**config.mk**
```make
export PLATFORM = sky130hd
export DESIGN_NAME = miss_target_mgr
export DESIGN_NICKNAME = d
export VERILOG_FILES = /design/src/rtl/mte_pkg.sv /design/src/rtl/mte_fifo.sv /design/src/rtl/mte_summary.sv /design/src/rtl/mte_route.sv /design/src/rtl/miss_target_mgr.sv
export SDC_FILE = /design/constraint.sdc
export NUM_CORES = 1
export LEC_CHECK = 0
export BUFFER_PORTS_ARGS = -buffer_cell sky130_fd_sc_hd__clkbuf_2
export CAP_MARGIN = 20
export CORE_ASPECT_RATIO = 1.75
export CORE_MARGIN = 10
export CORE_UTILIZATION = 52
export CTS_BUF_LIST = sky130_fd_sc_hd__clkbuf_4 sky130_fd_sc_hd__clkbuf_8 sky130_fd_sc_hd__clkbuf_16
export DETAILED_ROUTE_END_ITERATION = 16
export PLACE_DENSITY = 0.76
export SLEW_MARGIN = 20
export SYNTH_ARGS = -nofsm -noshare
export SYNTH_HDL_FRONTEND = slang
export SYNTH_SLANG_ARGS = --single-unit
```
**constraint.sdc**
```tcl
create_clock -name clk -period 2.75 [get_ports clk]
set_input_delay 0.275 -clock clk [delete_from_list [all_inputs] [get_ports clk]]
set_output_delay 0.275 -clock clk [all_outputs]
set_load 0.1 [all_outputs]
```
**src/rtl/mte_pkg.sv**
```systemverilog
package mte_pkg;
  localparam int unsigned ORDER_W = 8;
  localparam int unsigned KIND_W  = 4;
  localparam int unsigned SRC_W   = 2;
  localparam int unsigned OP_W    = 3;

  localparam logic [KIND_W-1:0] K_READ        = 4'd0;
  localparam logic [KIND_W-1:0] K_READ_EX     = 4'd1;
  localparam logic [KIND_W-1:0] K_UPGRADE     = 4'd2;
  localparam logic [KIND_W-1:0] K_SC_UPG      = 4'd3;
  localparam logic [KIND_W-1:0] K_STORE_COND  = 4'd4;
  localparam logic [KIND_W-1:0] K_PREFETCH    = 4'd5;
  localparam logic [KIND_W-1:0] K_MAINT       = 4'd6;
  localparam logic [KIND_W-1:0] K_SC_UPG_FAIL = 4'd7;
  localparam logic [KIND_W-1:0] K_SC_FAIL     = 4'd8;

  localparam logic [SRC_W-1:0] S_CPU   = 2'd0;
  localparam logic [SRC_W-1:0] S_SNOOP = 2'd1;
  localparam logic [SRC_W-1:0] S_PF    = 2'd2;

  localparam logic [OP_W-1:0] OP_ALLOC   = 3'd0;
  localparam logic [OP_W-1:0] OP_ADD     = 3'd1;
  localparam logic [OP_W-1:0] OP_SERVICE = 3'd2;
  localparam logic [OP_W-1:0] OP_RETIRE  = 3'd3;
  localparam logic [OP_W-1:0] OP_DEALLOC = 3'd4;

  typedef struct packed {
    logic [KIND_W-1:0]  kind;
    logic [SRC_W-1:0]   src;
    logic               fill;
    logic               pend;
    logic [ORDER_W-1:0] order;
  } tgt_t;

  function automatic logic kind_needs_wr(input logic [KIND_W-1:0] k);
    return (k == K_READ_EX) || (k == K_UPGRADE) || (k == K_SC_UPG) ||
           (k == K_STORE_COND) || (k == K_SC_UPG_FAIL) || (k == K_SC_FAIL);
  endfunction

  function automatic logic kind_is_upg(input logic [KIND_W-1:0] k);
    return (k == K_UPGRADE) || (k == K_SC_UPG) || (k == K_STORE_COND);
  endfunction

  function automatic logic kind_is_maint(input logic [KIND_W-1:0] k);
    return k == K_MAINT;
  endfunction

  function automatic logic [KIND_W-1:0] kind_fail(input logic [KIND_W-1:0] k);
    logic [KIND_W-1:0] r;
    case (k)
      K_UPGRADE:    r = K_READ_EX;
      K_SC_UPG:     r = K_SC_UPG_FAIL;
      K_STORE_COND: r = K_SC_FAIL;
      default:      r = k;
    endcase
    return r;
  endfunction
endpackage

```
**src/rtl/mte_fifo.sv**
```systemverilog
module mte_fifo
  import mte_pkg::*;
#(
  parameter int unsigned DEPTH = 4,
  localparam int unsigned PW = (DEPTH > 1) ? $clog2(DEPTH) : 1,
  localparam int unsigned CW = $clog2(DEPTH + 1)
) (
  input  logic                clk,
  input  logic                rst_n,
  input  logic                push,
  input  tgt_t                push_d,
  input  logic                pop,
  input  logic                clr,
  output logic [CW-1:0]       count,
  output logic                full,
  output tgt_t                head,
  output tgt_t [DEPTH-1:0]    slots,
  output logic [DEPTH-1:0]    slot_vld
);
  tgt_t [DEPTH-1:0] mem_q;
  logic [PW-1:0]    rd_q, rd_d, wr_q, wr_d;
  logic [CW-1:0]    cnt_q, cnt_d;
  logic             do_push, do_pop;

  function automatic logic [PW-1:0] ptr_inc(input logic [PW-1:0] p);
    return (p == PW'(DEPTH - 1)) ? '0 : p + 1'b1;
  endfunction

  assign do_push = push && (cnt_q != CW'(DEPTH)) && !clr;
  assign do_pop  = pop && (cnt_q != '0) && !clr;

  always_comb begin
    rd_d  = rd_q;
    wr_d  = wr_q;
    cnt_d = cnt_q;
    if (clr) begin
      rd_d  = '0;
      wr_d  = '0;
      cnt_d = '0;
    end else begin
      if (do_push) wr_d = ptr_inc(wr_q);
      if (do_pop)  rd_d = ptr_inc(rd_q);
      if (do_push && !do_pop)      cnt_d = cnt_q + 1'b1;
      else if (do_pop && !do_push) cnt_d = cnt_q - 1'b1;
    end
  end

  always_ff @(posedge clk or negedge rst_n) begin
    if (!rst_n) begin
      rd_q  <= '0;
      wr_q  <= '0;
      cnt_q <= '0;
    end else begin
      rd_q  <= rd_d;
      wr_q  <= wr_d;
      cnt_q <= cnt_d;
    end
  end

  always_ff @(posedge clk) begin
    if (do_push) mem_q[wr_q] <= push_d;
  end

  genvar gi;
  generate
    for (gi = 0; gi < DEPTH; gi++) begin : g_vld
      always_comb begin
        int unsigned off;
        off = (gi + DEPTH - int'(rd_q)) % DEPTH;
        slot_vld[gi] = off < int'(cnt_q);
      end
    end
  endgenerate

  assign slots = mem_q;
  assign count = cnt_q;
  assign full  = (cnt_q == CW'(DEPTH));
  assign head  = (cnt_q != '0) ? mem_q[rd_q] : '0;
endmodule

```
**src/rtl/mte_summary.sv**
```systemverilog
module mte_summary
  import mte_pkg::*;
#(
  parameter int unsigned DEPTH = 4
) (
  input  tgt_t [DEPTH-1:0] slots,
  input  logic [DEPTH-1:0] slot_vld,
  output logic             need_wr,
  output logic             has_upg,
  output logic             fill
);
  logic [DEPTH-1:0] c_wr, c_upg, c_fill;

  genvar gi;
  generate
    for (gi = 0; gi < DEPTH; gi++) begin : g_slot
      logic use_it;
      assign use_it     = slot_vld[gi] && (slots[gi].src != S_SNOOP);
      assign c_wr[gi]   = use_it && kind_needs_wr(slots[gi].kind);
      assign c_upg[gi]  = use_it && kind_is_upg(slots[gi].kind);
      assign c_fill[gi] = use_it && slots[gi].fill;
    end
  endgenerate

  assign need_wr = |c_wr;
  assign has_upg = |c_upg;
  assign fill    = |c_fill;
endmodule

```
**src/rtl/mte_route.sv**
```systemverilog
module mte_route
  import mte_pkg::*;
(
  input  logic [KIND_W-1:0] kind,
  input  logic              in_svc,
  input  logic              post_inval,
  input  logic              post_down,
  input  logic              pend_mod,
  input  logic              fwd,
  input  logic              act_empty,
  input  logic [KIND_W-1:0] act_head_kind,
  input  logic              def_empty,
  output logic              to_def,
  output logic [KIND_W-1:0] kind_out
);
  logic maint_hit, svc_hit, wr_blocked;

  assign maint_hit  = kind_is_maint(kind) ||
                      (!act_empty && kind_is_maint(act_head_kind)) ||
                      !def_empty;
  assign wr_blocked = kind_needs_wr(kind) && (!pend_mod || post_down || fwd);
  assign svc_hit    = in_svc && (post_inval || wr_blocked);
  assign to_def     = maint_hit || svc_hit;
  assign kind_out   = (to_def && in_svc && post_inval) ? kind_fail(kind) : kind;
endmodule

```
**src/rtl/miss_target_mgr.sv**
```systemverilog
module miss_target_mgr
  import mte_pkg::*;
#(
  parameter int unsigned ACT_DEPTH = 4,
  parameter int unsigned DEF_DEPTH = 4,
  localparam int unsigned ACW = $clog2(ACT_DEPTH + 1),
  localparam int unsigned DCW = $clog2(DEF_DEPTH + 1)
) (
  input  logic               clk,
  input  logic               rst_n,
  input  logic               op_valid,
  input  logic [OP_W-1:0]    op_code,
  input  logic [KIND_W-1:0]  tgt_kind,
  input  logic [SRC_W-1:0]   tgt_src,
  input  logic               tgt_fill,
  input  logic [ORDER_W-1:0] tgt_order,
  input  logic               svc_pend_mod,
  input  logic               snp_inv_set,
  input  logic               snp_dwn_set,
  input  logic               alloc_fwd,
  output logic               busy,
  output logic               in_service,
  output logic               pend_mod,
  output logic               post_inval,
  output logic               post_down,
  output logic               need_wr,
  output logic               has_upgrade,
  output logic               fill_alloc,
  output logic [ACW-1:0]     act_count,
  output logic [DCW-1:0]     def_count,
  output logic [KIND_W-1:0]  act_head_kind,
  output logic [SRC_W-1:0]   act_head_src,
  output logic [ORDER_W-1:0] act_head_order,
  output logic               act_head_pend,
  output logic [KIND_W-1:0]  def_head_kind,
  output logic [ORDER_W-1:0] def_head_order,
  output logic               stall,
  output logic               err
);
  logic busy_q, busy_d, svc_q, svc_d, pmod_q, pmod_d;
  logic pinv_q, pinv_d, pdwn_q, pdwn_d, fwd_q, fwd_d;

  logic is_alloc, is_add, is_svc, is_ret, is_dealloc;
  logic alloc_ok, add_legal, add_ok, svc_ok, ret_ok, dealloc_ok;
  logic to_def, dest_full;
  logic [KIND_W-1:0] routed_kind;

  logic act_push, act_pop, def_push, def_clr;
  tgt_t act_push_d, def_push_d;
  logic act_full, def_full;
  tgt_t act_head, def_head;
  tgt_t [ACT_DEPTH-1:0] act_slots;
  logic [ACT_DEPTH-1:0] act_vld;
  tgt_t [DEF_DEPTH-1:0] def_slots_unused;
  logic [DEF_DEPTH-1:0] def_vld_unused;
  logic act_empty, def_empty;

  assign act_empty = (act_count == '0);
  assign def_empty = (def_count == '0);

  // command decode
  assign is_alloc   = op_valid && (op_code == OP_ALLOC);
  assign is_add     = op_valid && (op_code == OP_ADD);
  assign is_svc     = op_valid && (op_code == OP_SERVICE);
  assign is_ret     = op_valid && (op_code == OP_RETIRE);
  assign is_dealloc = op_valid && (op_code == OP_DEALLOC);

  mte_route u_route (
    .kind          (tgt_kind),
    .in_svc        (svc_q),
    .post_inval    (pinv_q),
    .post_down     (pdwn_q),
    .pend_mod      (pmod_q),
    .fwd           (fwd_q),
    .act_empty     (act_empty),
    .act_head_kind (act_head.kind),
    .def_empty     (def_empty),
    .to_def        (to_def),
    .kind_out      (routed_kind)
  );

  assign dest_full  = to_def ? def_full : act_full;
  assign alloc_ok   = is_alloc && !busy_q;
  assign add_legal  = is_add && busy_q && (tgt_kind != K_PREFETCH);
  assign add_ok     = add_legal && !dest_full;
  assign svc_ok     = is_svc && busy_q && !svc_q;
  assign ret_ok     = is_ret && !act_empty;
  assign dealloc_ok = is_dealloc && busy_q && act_empty;

  assign stall = add_legal && dest_full;
  assign err   = (is_alloc && busy_q) ||
                 (is_add && (!busy_q || (tgt_kind == K_PREFETCH))) ||
                 (is_svc && (!busy_q || svc_q)) ||
                 (is_ret && act_empty) ||
                 (is_dealloc && (!busy_q || !act_empty));

  // queue controls
  always_comb begin
    act_push   = 1'b0;
    def_push   = 1'b0;
    act_push_d = '0;
    def_push_d = '0;
    if (alloc_ok) begin
      act_push         = 1'b1;
      act_push_d.kind  = tgt_kind;
      act_push_d.src   = (tgt_kind == K_PREFETCH) ? S_PF : S_CPU;
      act_push_d.fill  = tgt_fill;
      act_push_d.pend  = 1'b1;
      act_push_d.order = tgt_order;
    end else if (add_ok) begin
      if (to_def) begin
        def_push         = 1'b1;
        def_push_d.kind  = routed_kind;
        def_push_d.src   = tgt_src;
        def_push_d.fill  = tgt_fill;
        def_push_d.pend  = 1'b0;
        def_push_d.order = tgt_order;
      end else begin
        act_push         = 1'b1;
        act_push_d.kind  = tgt_kind;
        act_push_d.src   = tgt_src;
        act_push_d.fill  = tgt_fill;
        act_push_d.pend  = !svc_q;
        act_push_d.order = tgt_order;
      end
    end
  end

  assign act_pop = ret_ok;
  assign def_clr = dealloc_ok;

  mte_fifo #(.DEPTH(ACT_DEPTH)) u_act (
    .clk      (clk),
    .rst_n    (rst_n),
    .push     (act_push),
    .push_d   (act_push_d),
    .pop      (act_pop),
    .clr      (1'b0),
    .count    (act_count),
    .full     (act_full),
    .head     (act_head),
    .slots    (act_slots),
    .slot_vld (act_vld)
  );

  mte_fifo #(.DEPTH(DEF_DEPTH)) u_def (
    .clk      (clk),
    .rst_n    (rst_n),
    .push     (def_push),
    .push_d   (def_push_d),
    .pop      (1'b0),
    .clr      (def_clr),
    .count    (def_count),
    .full     (def_full),
    .head     (def_head),
    .slots    (def_slots_unused),
    .slot_vld (def_vld_unused)
  );

  mte_summary #(.DEPTH(ACT_DEPTH)) u_sum (
    .slots    (act_slots),
    .slot_vld (act_vld),
    .need_wr  (need_wr),
    .has_upg  (has_upgrade),
    .fill     (fill_alloc)
  );

  // entry state, next-state
  always_comb begin
    busy_d = busy_q;
    svc_d  = svc_q;
    pmod_d = pmod_q;
    pinv_d = pinv_q;
    pdwn_d = pdwn_q;
    fwd_d  = fwd_q;
    if (alloc_ok) begin
      busy_d = 1'b1;
      svc_d  = 1'b0;
      pmod_d = 1'b0;
      pinv_d = 1'b0;
      pdwn_d = 1'b0;
      fwd_d  = alloc_fwd;
    end else if (dealloc_ok) begin
      busy_d = 1'b0;
      svc_d  = 1'b0;
      pmod_d = 1'b0;
      pinv_d = 1'b0;
      pdwn_d = 1'b0;
      fwd_d  = 1'b0;
    end else if (svc_ok) begin
      svc_d  = 1'b1;
      pmod_d = need_wr || svc_pend_mod;
      pinv_d = 1'b0;
      pdwn_d = 1'b0;
    end else if (busy_q && svc_q) begin
      pinv_d = pinv_q || snp_inv_set;
      pdwn_d = pdwn_q || snp_dwn_set;
    end
  end

  always_ff @(posedge clk or negedge rst_n) begin
    if (!rst_n) begin
      busy_q <= 1'b0;
      svc_q  <= 1'b0;
      pmod_q <= 1'b0;
      pinv_q <= 1'b0;
      pdwn_q <= 1'b0;
      fwd_q  <= 1'b0;
    end else begin
      busy_q <= busy_d;
      svc_q  <= svc_d;
      pmod_q <= pmod_d;
      pinv_q <= pinv_d;
      pdwn_q <= pdwn_d;
      fwd_q  <= fwd_d;
    end
  end

  assign busy           = busy_q;
  assign in_service     = svc_q;
  assign pend_mod       = pmod_q;
  assign post_inval     = pinv_q;
  assign post_down      = pdwn_q;
  assign act_head_kind  = act_head.kind;
  assign act_head_src   = act_head.src;
  assign act_head_order = act_head.order;
  assign act_head_pend  = act_head.pend;
  assign def_head_kind  = def_head.kind;
  assign def_head_order = def_head.order;
endmodule

```
; ---- Word-level counts from Yosys, hierarchy flattened
; Cells that the tools add are included.
[classes]
n_addsub = 10
magnitude_cmp = 9
n_eq_ne = 49
mux = 52
reduce_logical = 121
[op_table]
columns = cell, n
row1 = $mux W16, 11
row2 = $bwmux W64, 2
row3 = $demux W16 S2, 2
row4 = $eq A4 B3 Y1 const B, 13
row5 = $logic_and A1 B1 Y1, 50
row6 = $logic_or A1 B1 Y1, 49
row7 = $eq A4 B2 Y1 const B, 10
row8 = $bmux W16 S2, 1
row9 = $mux W1, 24
row10 = $eq A4 B1 Y1 const B, 5
row11 = $eq A4 B4 Y1 const B, 5
row12 = $lt A2 B3 Y1, 4
row13 = $mux W2, 6
row14 = $mux W3, 4
row15 = $pmux W4 S3, 1
row16 = $reduce_or A4 Y1, 3
row17 = $eq A3 B3 Y1 const B, 3
row18 = $logic_not A1 Y1, 9
row19 = $logic_not A3 Y1, 3
row20 = $lt A2 B3 Y1 const B, 3
row21 = $reduce_bool A3 Y1, 3
row22 = $ne A2 B1 Y1 const B, 4
row23 = $add A2 B1 Y2 const B, 3
row24 = $add A3 B1 Y3 const B, 2
row25 = 12 further kinds, 21
[word_totals]
ff_bits = 146
input_bits = 25
wordCells = 292

; ---- Depth between registers and ports, before layout
; Gate-level depths: netlist (run 1).
[depth]
ltp_word = 20
mapped_depth = 13
mapped_depth_nobuf = 12

; ---- Hierarchy
; Synthesis (run 1) repeated with hierarchy kept, for this count alone.
[hier_totals]
cells_unflattened = 499
area_unflattened_um2 = 7195.7
[by_module_without_submodules]
columns = mod, instances, cells_per_inst, area_per_inst_um2, seq_area_each_um2
row1 = mte_fifo (u_def), 1, 167, 3027.9, 2097.0
row2 = mte_fifo (u_act), 1, 169, 3022.9, 2097.0
row3 = miss_target_mgr, 1, 93, 700.7, 150.1
row4 = mte_summary, 1, 48, 292.8, 0.0
row5 = mte_route, 1, 22, 151.4, 0.0

; ---- Worst setup path after synthesis (run 1)
; OpenSTA, ideal clock, no wires.
[synth_path]
kind = reg-to-output
from = register u_act.cnt_q[0], in the netlist u_act.count[0]
to = output err
arrival_ps = 3794
slack_ps = -1319
stages_incl_launch_ff = 6
cell_sequence = dfrtp_1 or3_1 clkbuf_1 nand2_1 o211ai_1 a21boi_0
[synth_between]
elab_chain_len = 5
[synth_lines]
columns = element, line
row1 = from (decl), mte_fifo.sv:22  ; logic [CW-1:0] cnt_q, cnt_d;
row2 = from (signal assigned), mte_fifo.sv:56  ; cnt_q <= cnt_d;
row3 = $logic_not A3 Y1 (*), miss_target_mgr.sv:58  ; assign act_empty = (act_count == '0);
row4 = $logic_not A1 Y1, miss_target_mgr.sv:95  ; (is_dealloc && (!busy_q || !act_empty));
row5 = $logic_or A1 B1 Y1, miss_target_mgr.sv:95
row6 = $logic_and A1 B1 Y1, miss_target_mgr.sv:95
row7 = $logic_or A1 B1 Y1 (*), miss_target_mgr.sv:94  ; (is_ret && act_empty) ||
row8 = to (decl), miss_target_mgr.sv:38  ; output logic err
; Mark *: on every way between the ends. The rest lies on a longest branch, timed or not.

; ---- Worst setup path in the final report (run 1)
[layout_path]
from = register u_act.rd_q[0]
to = output need_wr
[layout_between]
elab_chain_len = 5
[layout_lines]
columns = element, line
row1 = from (decl), mte_fifo.sv:21  ; logic [PW-1:0] rd_q, rd_d, wr_q, wr_d;
row2 = from (signal assigned), mte_fifo.sv:54  ; rd_q <= rd_d;
row3 = $sub A1 B2 Y2 / $sub A2 B2 Y2 (equally long branches), mte_fifo.sv:69  ; off = (gi + DEPTH - int'(rd_q)) % DEPTH;
row4 = $lt A2 B3 Y1, mte_fifo.sv:70  ; slot_vld[gi] = off < int'(cnt_q);
row5 = $logic_and A1 B1 Y1, mte_summary.sv:18  ; assign use_it = slot_vld[gi] && (slots[gi].src != S_SNOOP);
row6 = $logic_and A1 B1 Y1, mte_summary.sv:19  ; assign c_wr[gi] = use_it && kind_needs_wr(slots[gi].kind);
row7 = $reduce_or A4 Y1 (*), mte_summary.sv:25  ; assign need_wr = |c_wr;
row8 = to (decl), miss_target_mgr.sv:26  ; output logic need_wr,
; Marks and branches as above.

==> flow_summary.yaml, run 1 <==
floorplan:
  die_h_um: 147
  pin_count: 68
  initial_core_util: 0.528
  core-area_um2: 9040
  rows: 46
  die_x_um: 92.4
  die-area_um2: 13600
critical_path:
  worstSetupEndpointType: "primary output"
  required_ps: 2480
  r2r_start: "u_act.rd_q[0]$_DFFE_PN0P_"
  arrival_ps: 2530
  cpMostUsedCell: "ha_4"
  crit_fanout: 6
  worst-path-buf-inv: 4
  crit_start: "u_act.rd_q[0]$_DFFE_PN0P_"
  worst_setup_path_start_kind: "register"
  crit_type: "reg2out"
  crit_end: "need_wr"
  cp_top_family: "buffers and inverters"
  cpMaxStageDelayCell: "dfrtp_2"
  slowest_delay_ps: 470
  reg2reg_depth: 9
  r2r_setup_slack_ps: 10
  regToRegEndpoint: "u_act.count[1]$_DFFE_PN0P_"
  worstPathCellList: "buf_6 -> ha_4 -> inv_2 -> ha_4 -> a311oi_2 -> buf_4 -> nand4b_1 -> nand4_1 -> or3_4 -> buf_12"
  path_depth: 10
routing:
  ant_nets: 0
  wl_per_cell_um: 19.4
  drt-initial-drc-count: 182
  postRouteWirelength_mm: 11.8
  routed_via_density: 5.62
  num_vias: 3406
  drc: 0
  dr.pass1.iters: 4
synthesis:
  synthCells: 362
  synth-edff-count: 76
  avgSynthCellArea_um2: 13.2
  synth.area.top_cells: "edfxtp_1 (48%), dfrtp_1 (9.4%), mux4_2 (7.1%)"
  yosysTopAreaCell: "edfxtp_1"
  synth_fp_nets: 402
  synth.distinct_cells: 52
  synthArstFlopShare: 0.191
  yosysSeqAreaShare: 0.573
  ys_seq_elements: 94
  synth_flop_cell: "edfxtp_1"
  netlist_area_um2: 4770
  yosysWarnings: 0
  yosysTopAreaCellShare: 0.478
global_routing:
  grt_pass1_wl_mm: 19.1
  overflow: 0
  grt_max_degree: 19
  grt_pass1_vias: 3745
  antenna_found_initial: 0
  grt_use_total: 0.179
timing:
  setup_ws_ps: -59.6
  clock_skew_ps: 7.89
  min_period_ps: 2810
  max_slew_margin: 0.632
  setup_tns_ps: -59.6
  max_freq_mhz: 356
  setup_viol: 1
  worst_pin_slew_ps: 554
  whs_ps: 153
  fin_crit_sh: 1.02
  hold_violations: 0
  grt_setup_unrepaired: "yes"
  slew_viol_final: 0
hold_path:
  worstHoldPathCells: 3
  hp-class: "in2reg"
  min_from: "alloc_fwd"
place:
  dpl.hpwl_mm: 8.73
  port_buffers: 67
  place.gp.congestion: 0.920
cells_and_area:
  drive_gt1_frac: 0.414
  fillers: 633
  final_cell_mix: "edfxtp_1 (76), clkbuf_2 (63), buf_4 (46)"
  mostFrequentLayoutCell: "edfxtp_1"
  area_growth_pct: 30.5
  nNetsFinal: 521
  n_antenna_cell: 0
clocking:
  clk_pin_slew_ps: 70
  cts_root_buf: "clkbuf_16"
  numCtsBuffers: 9
  cts_tree: "yes"
  cts_sinks: 94
  clock_latency_ps: 340
  cts_max_path_buffers: 2
  htreeDepth: 3
job:
  cap_violations: 0
run_status:
  violations: "negative setup slack"
  outcome: "complete, but fails checks"
repair_timing:
item | 4_1_cts | 5_1_grt
hold endpoints to repair | 18 | 0
hold buffers | 1 | 0
endpoints found under the setup margin | 6 | 4
pin swaps | 11 | 17
buffers inserted | 8 | 2
gates resized for setup | 15 | 9
state kept, by name (all words and copies together), names as in the netlist:
name,count
u_def.wr_q,2
u_act.slots,64
post_down,1
pend_mod,1
u_act.count,3
u_act.wr_q,2
fwd_q,1
in_service,1
post_inval,1
u_def.slots,12
u_act.rd_q,2
busy,1
u_def.count,3
cells in the mapped netlist (3+ instances only):
cell / n
xor2_1: 5
nor3_1: 4
and3_1: 11
a21oi_1: 6
a21boi_0: 3
edfxtp_1: 76
inv_1: 21
nand2b_1: 5
ha_1: 14
nor2b_1: 9
or3_1: 4
mux2_2: 5
nand4b_1: 4
o211ai_1: 5
a22oi_1: 4
nand2_1: 11
nand3_1: 4
mux2i_1: 5
buf_6: 4
mux4_2: 15
nor2_1: 24
nand3b_1: 4
and2_1: 44
o21ai_0: 10
a311oi_1: 3
dfrtp_1: 18
clkbuf_1: 10
how the worst min path moves through the flow:
| stage | end |
|---|---|
| floorplan | busy$_DFFE_PN0N_ |
| global placement | u_def.wr_q[0]$_DFFE_PN0P_ |
| detailed placement | u_def.wr_q[0]$_DFFE_PN0P_ |
| CTS | fwd_q$_DFFE_PN0N_ |
| global route | fwd_q$_DFFE_PN0N_ |
| finish | fwd_q$_DFFE_PN0N_ |
stage by stage:
stage	worst slack, ps	cell area [um^2]	util	cells
floorplan	-221	4830	-	362
global placement	-31.0	5700	0.630	580
detailed placement	-85.6	5700	0.630	580
CTS	-78.3	6160	0.682	605
global route	-141	6230	0.689	606
finish	-59.6	6230	0.689	606
kinds of logic (layout without fill, tap and decap cells):
family	after synthesis	in the layout	share of synthesized area
AO/OA/AOI/OAI	48	48	0.0747
buffers and inverters	36	160	0.0346
adder cells (fa/ha/maj)	15	15	0.0409
AND/OR/NAND/NOR	135	135	0.165
flip-flops	94	94	0.573
XOR/XNOR	7	7	0.0128
multiplexers	27	27	0.0994
cell type report:
| cell class | instances | area, um^2 | share of cell area |
|---|---|---|---|
| Multi-Input combinational cell | 232 | 2030 | 0.326 |
| Tap cell | 120 | 150 | 0.0241 |
| Clock inverter | 7 | 85.1 | 0.0137 |
| Sequential cell | 94 | 2750 | 0.442 |
| Timing Repair Buffer | 123 | 900 | 0.144 |
| Inverter | 21 | 82.6 | 0.0133 |
| Clock buffer | 9 | 225 | 0.0362 |
layer usage:
| metal | GRT usage | part of all wire |
|---|---|---|
| met5 | 0 | 0 |
| met4 | 0.0860 | 0.032 |
| met3 | 0.0434 | 0.044 |
| met2 | 0.325 | 0.55 |
| met1 | 0.184 | 0.37 |
worst reg2reg max path: stages, from the launching register on:
cell	delay (ps)
dfrtp_2	450
buf_4	140
mux4_2	530
nor4b_4	330
or3_4	210
o22ai_4	80
ha_4	170
inv_2	40
fa_2	410
mux2_2	260
Power of run 1 is left out: the tool's default activity adds up to more than one toggle a clock period on the data nets, which glitch-free logic cannot reach.
==> run 2: changes to the inputs <==
--- a/config.mk
+++ b/config.mk
@@ -9,10 +9,10 @@
 export CAP_MARGIN = 20
 export CORE_ASPECT_RATIO = 1.75
 export CORE_MARGIN = 10
-export CORE_UTILIZATION = 52
+export CORE_UTILIZATION = 55
 export CTS_BUF_LIST = sky130_fd_sc_hd__clkbuf_4 sky130_fd_sc_hd__clkbuf_8 sky130_fd_sc_hd__clkbuf_16
 export DETAILED_ROUTE_END_ITERATION = 16
-export PLACE_DENSITY = 0.76
+export PLACE_DENSITY = 0.77
 export SLEW_MARGIN = 20
 export SYNTH_ARGS = -nofsm -noshare
 export SYNTH_HDL_FRONTEND = slang
==> constraint.sdc (replaced) <==
create_clock -name clk -period 3.14 [get_ports clk]
set_input_delay 0.314 -clock clk [delete_from_list [all_inputs] [get_ports clk]]
set_output_delay 0.314 -clock clk [all_outputs]
set_load 0.1 [all_outputs]
==> run 2 against run 1 <==
The flow now finishes without violations. Hold slack better by 50 ps. Sequential share of layout area grew 3.8 points. Utilization is 0.67 points lower. Worst setup slack better by 150 ps. Count of clock-buffer cells in the layout is the same. Non-clock buffer count fell by 35. Wire length fell by 5.7%. Register-to-register slack improved by 270 ps. First-iteration DRC count grew 25%. Critical path depth is the same. Design area down 8.3%. Die area decreased by 4.5%. Critical endpoint unchanged. Largest cell class unchanged. Highest routed layer unchanged.
==> flow_summary.yaml, run 2 (synthesis gave the netlist of run 1 again) <==
clocking:
  cts_sinks: 94
  postCtsSetupBuffers: 0
  htreeDepth: 3
  clk_pin_slew_ps: 60
  cts_root_buf: "clkbuf_16"
  clock_latency_ps: 340
  cts_max_path_buffers: 2
  numCtsBuffers: 9
  cts_tree: "yes"
cells_and_area:
  stdcell_count: 566
  fillers: 630
  mostFrequentLayoutCell: "edfxtp_1"
  final_cell_mix: "edfxtp_1 (76), clkbuf_2 (63), and2_1 (44)"
  area_growth_pct: 19.7
  largest_reg_flops: 64
  n_antenna_cell: 0
  nNetsFinal: 486
  drive_gt1_frac: 0.313
  fin_area_um2: 5710
floorplan:
  die_h_um: 143
  rows: 44
  initial_core_util: 0.570
  pin_count: 68
  core-area_um2: 8370
  die-area_um2: 12900
  die_x_um: 90.4
timing:
  setup_viol: 0
  worst_pin_slew_ps: 672
  max_slew_margin: 0.551
  setup_tns_ps: 0
  slew_viol_final: 0
  clock_skew_ps: 6.40
  fin_crit_sh: 0.971
  hold_violations: 0
  max_freq_mhz: 328
  min_period_ps: 3050
global_routing:
  grt_max_degree: 19
  grt_use_total: 0.173
  antenna_found_initial: 0
  grt_pass1_wl_mm: 17.6
  grt_pass1_vias: 3526
  overflow: 0
routing:
  routed_via_density: 5.68
  num_vias: 3215
  drt-initial-drc-count: 227
  dr.pass1.iters: 5
  ant_nets: 0
  drc: 0
  wl_per_cell_um: 19.6
  postRouteWirelength_mm: 11.1
hold_path:
  hp-class: "in2reg"
  min_from: "svc_pend_mod"
place:
  dp_cells: 549
  placed_area_um2: 5400
  place.gp.congestion: 0.897
  port_buffers: 67
  dpl.hpwl_mm: 8.55
critical_path:
  arrival_ps: 2730
  worstSetupEndpointType: "primary output"
  cpMaxStageDelayCell: "dfrtp_2"
  worst_setup_path_start_kind: "register"
  required_ps: 2830
  crit_start: "u_act.rd_q[0]$_DFFE_PN0P_"
  crit_type: "reg2out"
  slowest_delay_ps: 470
  crit_fanout: 7
  worstPathCellList: "buf_4 -> ha_1 -> ha_1 -> nor2b_1 -> a311oi_2 -> buf_4 -> o211ai_1 -> o22ai_1 -> or3_4 -> buf_12"
  r2r_start: "u_act.slots[14]$_DFFE_PP_"
job:
  cap_violations: 0
run_status:
  outcome: "finished, final reports clean"
-- run 2: final cells by class --
cell class / count / area [um^2] / share of cell area
well taps: 115 / 144 / 0.0252
clock inverters: 7 / 62.6 / 0.0110
repair buffers: 88 / 556 / 0.0972
flip-flops and latches: 94 / 2740 / 0.480
multi-input cells: 232 / 1910 / 0.334
inverters: 21 / 78.8 / 0.0138
clock buffers: 9 / 225 / 0.0394
-- run 2: critical path, delay by kind of cell, from the launching register on --
kind | cells | cell delay [ps]
AOI/OAI and AO/OA | 3 | 520
buffers and inverters | 3 | 530
and+or+nand+nor | 2 | 340
DFF | 1 | 470
adders and majority gates | 2 | 530
-- run 2: through the flow --
stage,hold WS (ps),util,worst slack [ps]
after CTS,195,0.681,10.2
final,202,0.683,92.6
after floorplan,18.4,-,15.5
after global placement,296,0.645,345
after detailed placement,307,0.645,233
after global routing,223,0.683,-6.36
-- run 2: worst paths after layout --
check                                                  end  slack [ps]  cells past startpoint
worst min-delay path                  pend_mod$_DFFE_PN0P_         200                      2
worst max-delay path                               need_wr          90                     10
worst min register to register       post_down$_DFFE_PN0P_         550                      2
min in group asynchronous        u_def.wr_q[1]$_DFFE_PN0P_         470                      2
worst max register to register  u_act.count[2]$_DFFE_PN0P_         280                     10
max in group asynchronous        u_act.rd_q[0]$_DFFE_PN0P_        2300                      2
-- run 2: metal layers --
layer  vias up  part of all wire  global-route usage
met3        26             0.046              0.0388
li1       1516                 -                   -
met4         0             0.030              0.0867
met2       106              0.56               0.329
met1      1567              0.36               0.171
met5         -                 0                   0
-- run 2: what timing repair did --
action | 4_1_cts | 5_1_grt
setup endpoints to repair | 1 | 2
endpoints found under the hold margin | 18 | 0
gates resized for setup | 1 | 3
hold buffers | 1 | 0
Power of run 2 is left out for the same reason.
==> run 3: changes to the inputs <==
--- a/config.mk
+++ b/config.mk
@@ -8,7 +8,7 @@
 export BUFFER_PORTS_ARGS = -buffer_cell sky130_fd_sc_hd__clkbuf_2
 export CAP_MARGIN = 20
 export CORE_ASPECT_RATIO = 1.75
-export CORE_MARGIN = 10
+export CORE_MARGIN = 1
 export CORE_UTILIZATION = 55
 export CTS_BUF_LIST = sky130_fd_sc_hd__clkbuf_4 sky130_fd_sc_hd__clkbuf_8 sky130_fd_sc_hd__clkbuf_16
 export DETAILED_ROUTE_END_ITERATION = 16
==> run 3 against run 2 <==
Register-to-register slack worse by 20 ps. Count of clock-buffer cells in the layout unchanged. Hold slack worse by 13 ps. Worst setup slack worse by 14 ps. Global-route usage grew 8.2 points. Final cell count is the same. Flip-flop and latch count did not move. Clock skew shrank 1.6 ps. Non-clock buffer count is the same. Utilization is 0.45 points higher. Critical endpoint is now stall. Maximum frequency decreased by 0.45%. Largest cell class unchanged.
==> flow_summary.yaml, run 3 (synthesis gave the netlist of run 1 again) <==
global_routing:
  overflow: 0
  grt_max_degree: 19
  grt_pass1_wl_mm: 17.0
  grt_use_total: 0.255
  antenna_found_initial: 1
  grt_pass1_vias: 3407
critical_path:
  cp_top_family: "simple AND/OR/NAND/NOR gates"
  crit_type: "reg2out"
  slowest_delay_ps: 470
  r2r_start: "u_act.rd_q[0]$_DFFE_PN0P_"
  worstPathCellList: "buf_12 -> mux4_2 -> nand2_1 -> nor4b_2 -> or3_1 -> buf_4 -> nand2b_1 -> a21oi_4 -> buf_12"
  crit_fanout: 15
  worst_setup_path_start_kind: "register"
  worst-path-buf-inv: 3
  arrival_ps: 2750
  cpMostUsedCell: "buf_12"
  required_ps: 2830
  crit_start: "u_act.rd_q[0]$_DFFE_PN0P_"
  worstSetupEndpointType: "primary output"
  cpMaxStageDelayCell: "mux4_2"
timing:
  setup_viol: 0
  hold_violations: 0
  max_slew_margin: 0.617
  fin_crit_sh: 0.975
  worst_pin_slew_ps: 573
  setup_tns_ps: 0
  min_period_ps: 3060
  max_freq_mhz: 327
  clock_skew_ps: 4.82
  setup_ws_ps: 78.8
  slew_viol_final: 0
clocking:
  clk_pin_slew_ps: 60
  cts_sinks: 94
  cts_tree: "yes"
  cts_max_path_buffers: 2
  cts_root_buf: "clkbuf_16"
  clock_latency_ps: 340
  htreeDepth: 3
  numCtsBuffers: 9
cells_and_area:
  mostFrequentLayoutCell: "edfxtp_1"
  multiInputGateArea_um2: 1900
  register_area_um2: 2740
  nNetsFinal: 486
  area_growth_pct: 20.5
  fillers: 638
  largest_reg_flops: 64
  n_antenna_cell: 0
  final_cell_mix: "edfxtp_1 (76), clkbuf_2 (63), and2_1 (44)"
  drive_gt1_frac: 0.306
floorplan:
  die_h_um: 125
  core-area_um2: 8370
  initial_core_util: 0.570
  die-area_um2: 9070
  die_x_um: 72.4
  pin_count: 68
  rows: 44
place:
  port_buffers: 67
  place.gp.congestion: 0.914
  preCtsSetupSlack_ps: 226
  dpl.hpwl_mm: 7.64
routing:
  ant_nets: 0
  num_vias: 3265
  drt-initial-drc-count: 251
  drc: 0
  wl_per_cell_um: 18.8
  postRouteWirelength_mm: 10.6
  dr.pass1.iters: 4
  routed_via_density: 5.77
hold_path:
  min_from: "alloc_fwd"
  hp-class: "in2reg"
run_status:
  outcome: "finished, final reports clean"
job:
  cap_violations: 0
==> run 3: cell types whose count changed in the layout (fill, tap and decap cells not counted), sizes merged <==
cell    previous run  this run
clkinv             2         3
inv               26        23
bufinv             0         2
==> run 3: final timing paths <==
kind	endpoint	cells past startpoint	slack [ps]
max reg2reg	u_act.count[2]$_DFFE_PN0P_	12	260
min	fwd_q$_DFFE_PN0N_	3	190
max	stall	9	80
min in group asynchronous	u_act.wr_q[0]$_DFFE_PN0P_	2	480
min reg2reg	post_down$_DFFE_PN0P_	2	560
max in group asynchronous	u_act.count[0]$_DFFE_PN0P_	2	2290
==> run 3: worst min-delay path, stage by stage <==
cell	delay, ps
clkbuf_2	80
nand2_1	30
o21ai_0	60
==> run 3: layer usage <==
layer | global-route usage | part of all wire
met5 | 0 | 0.0012
met3 | 0.0427 | 0.041
met2 | 0.445 | 0.56
met1 | 0.303 | 0.37
met4 | 0.110 | 0.019
==> run 3: layout make-up <==
| type | count | area share |
|---|---|---|
| clock buffer | 9 | 0.0392 |
| clock inverter | 7 | 0.0163 |
| inverter | 21 | 0.0137 |
| multi-input combinational | 232 | 0.331 |
| sequential | 94 | 0.477 |
| tap | 115 | 0.0250 |
| timing repair buffer | 88 | 0.0988 |
==> run 3: repair_timing <==
action,4_1_cts,5_1_grt
resized for setup,1,2
pin swaps,0,0
endpoints found under the hold margin,18,0
setup buffers,0,1
endpoints found under the setup margin,1,2
hold buffers,1,0
==> run 3: metrics by stage <==
stage	instances	utilization	instance area (um^2)	hold WS (ps)
floorplan	362	-	4790	18.4
finish	566	0.687	5750	189
global route	566	0.687	5750	197
CTS	565	0.684	5720	182
detailed placement	548	0.644	5390	295
global placement	548	0.644	5390	294
Power of run 3 is left out for the same reason.
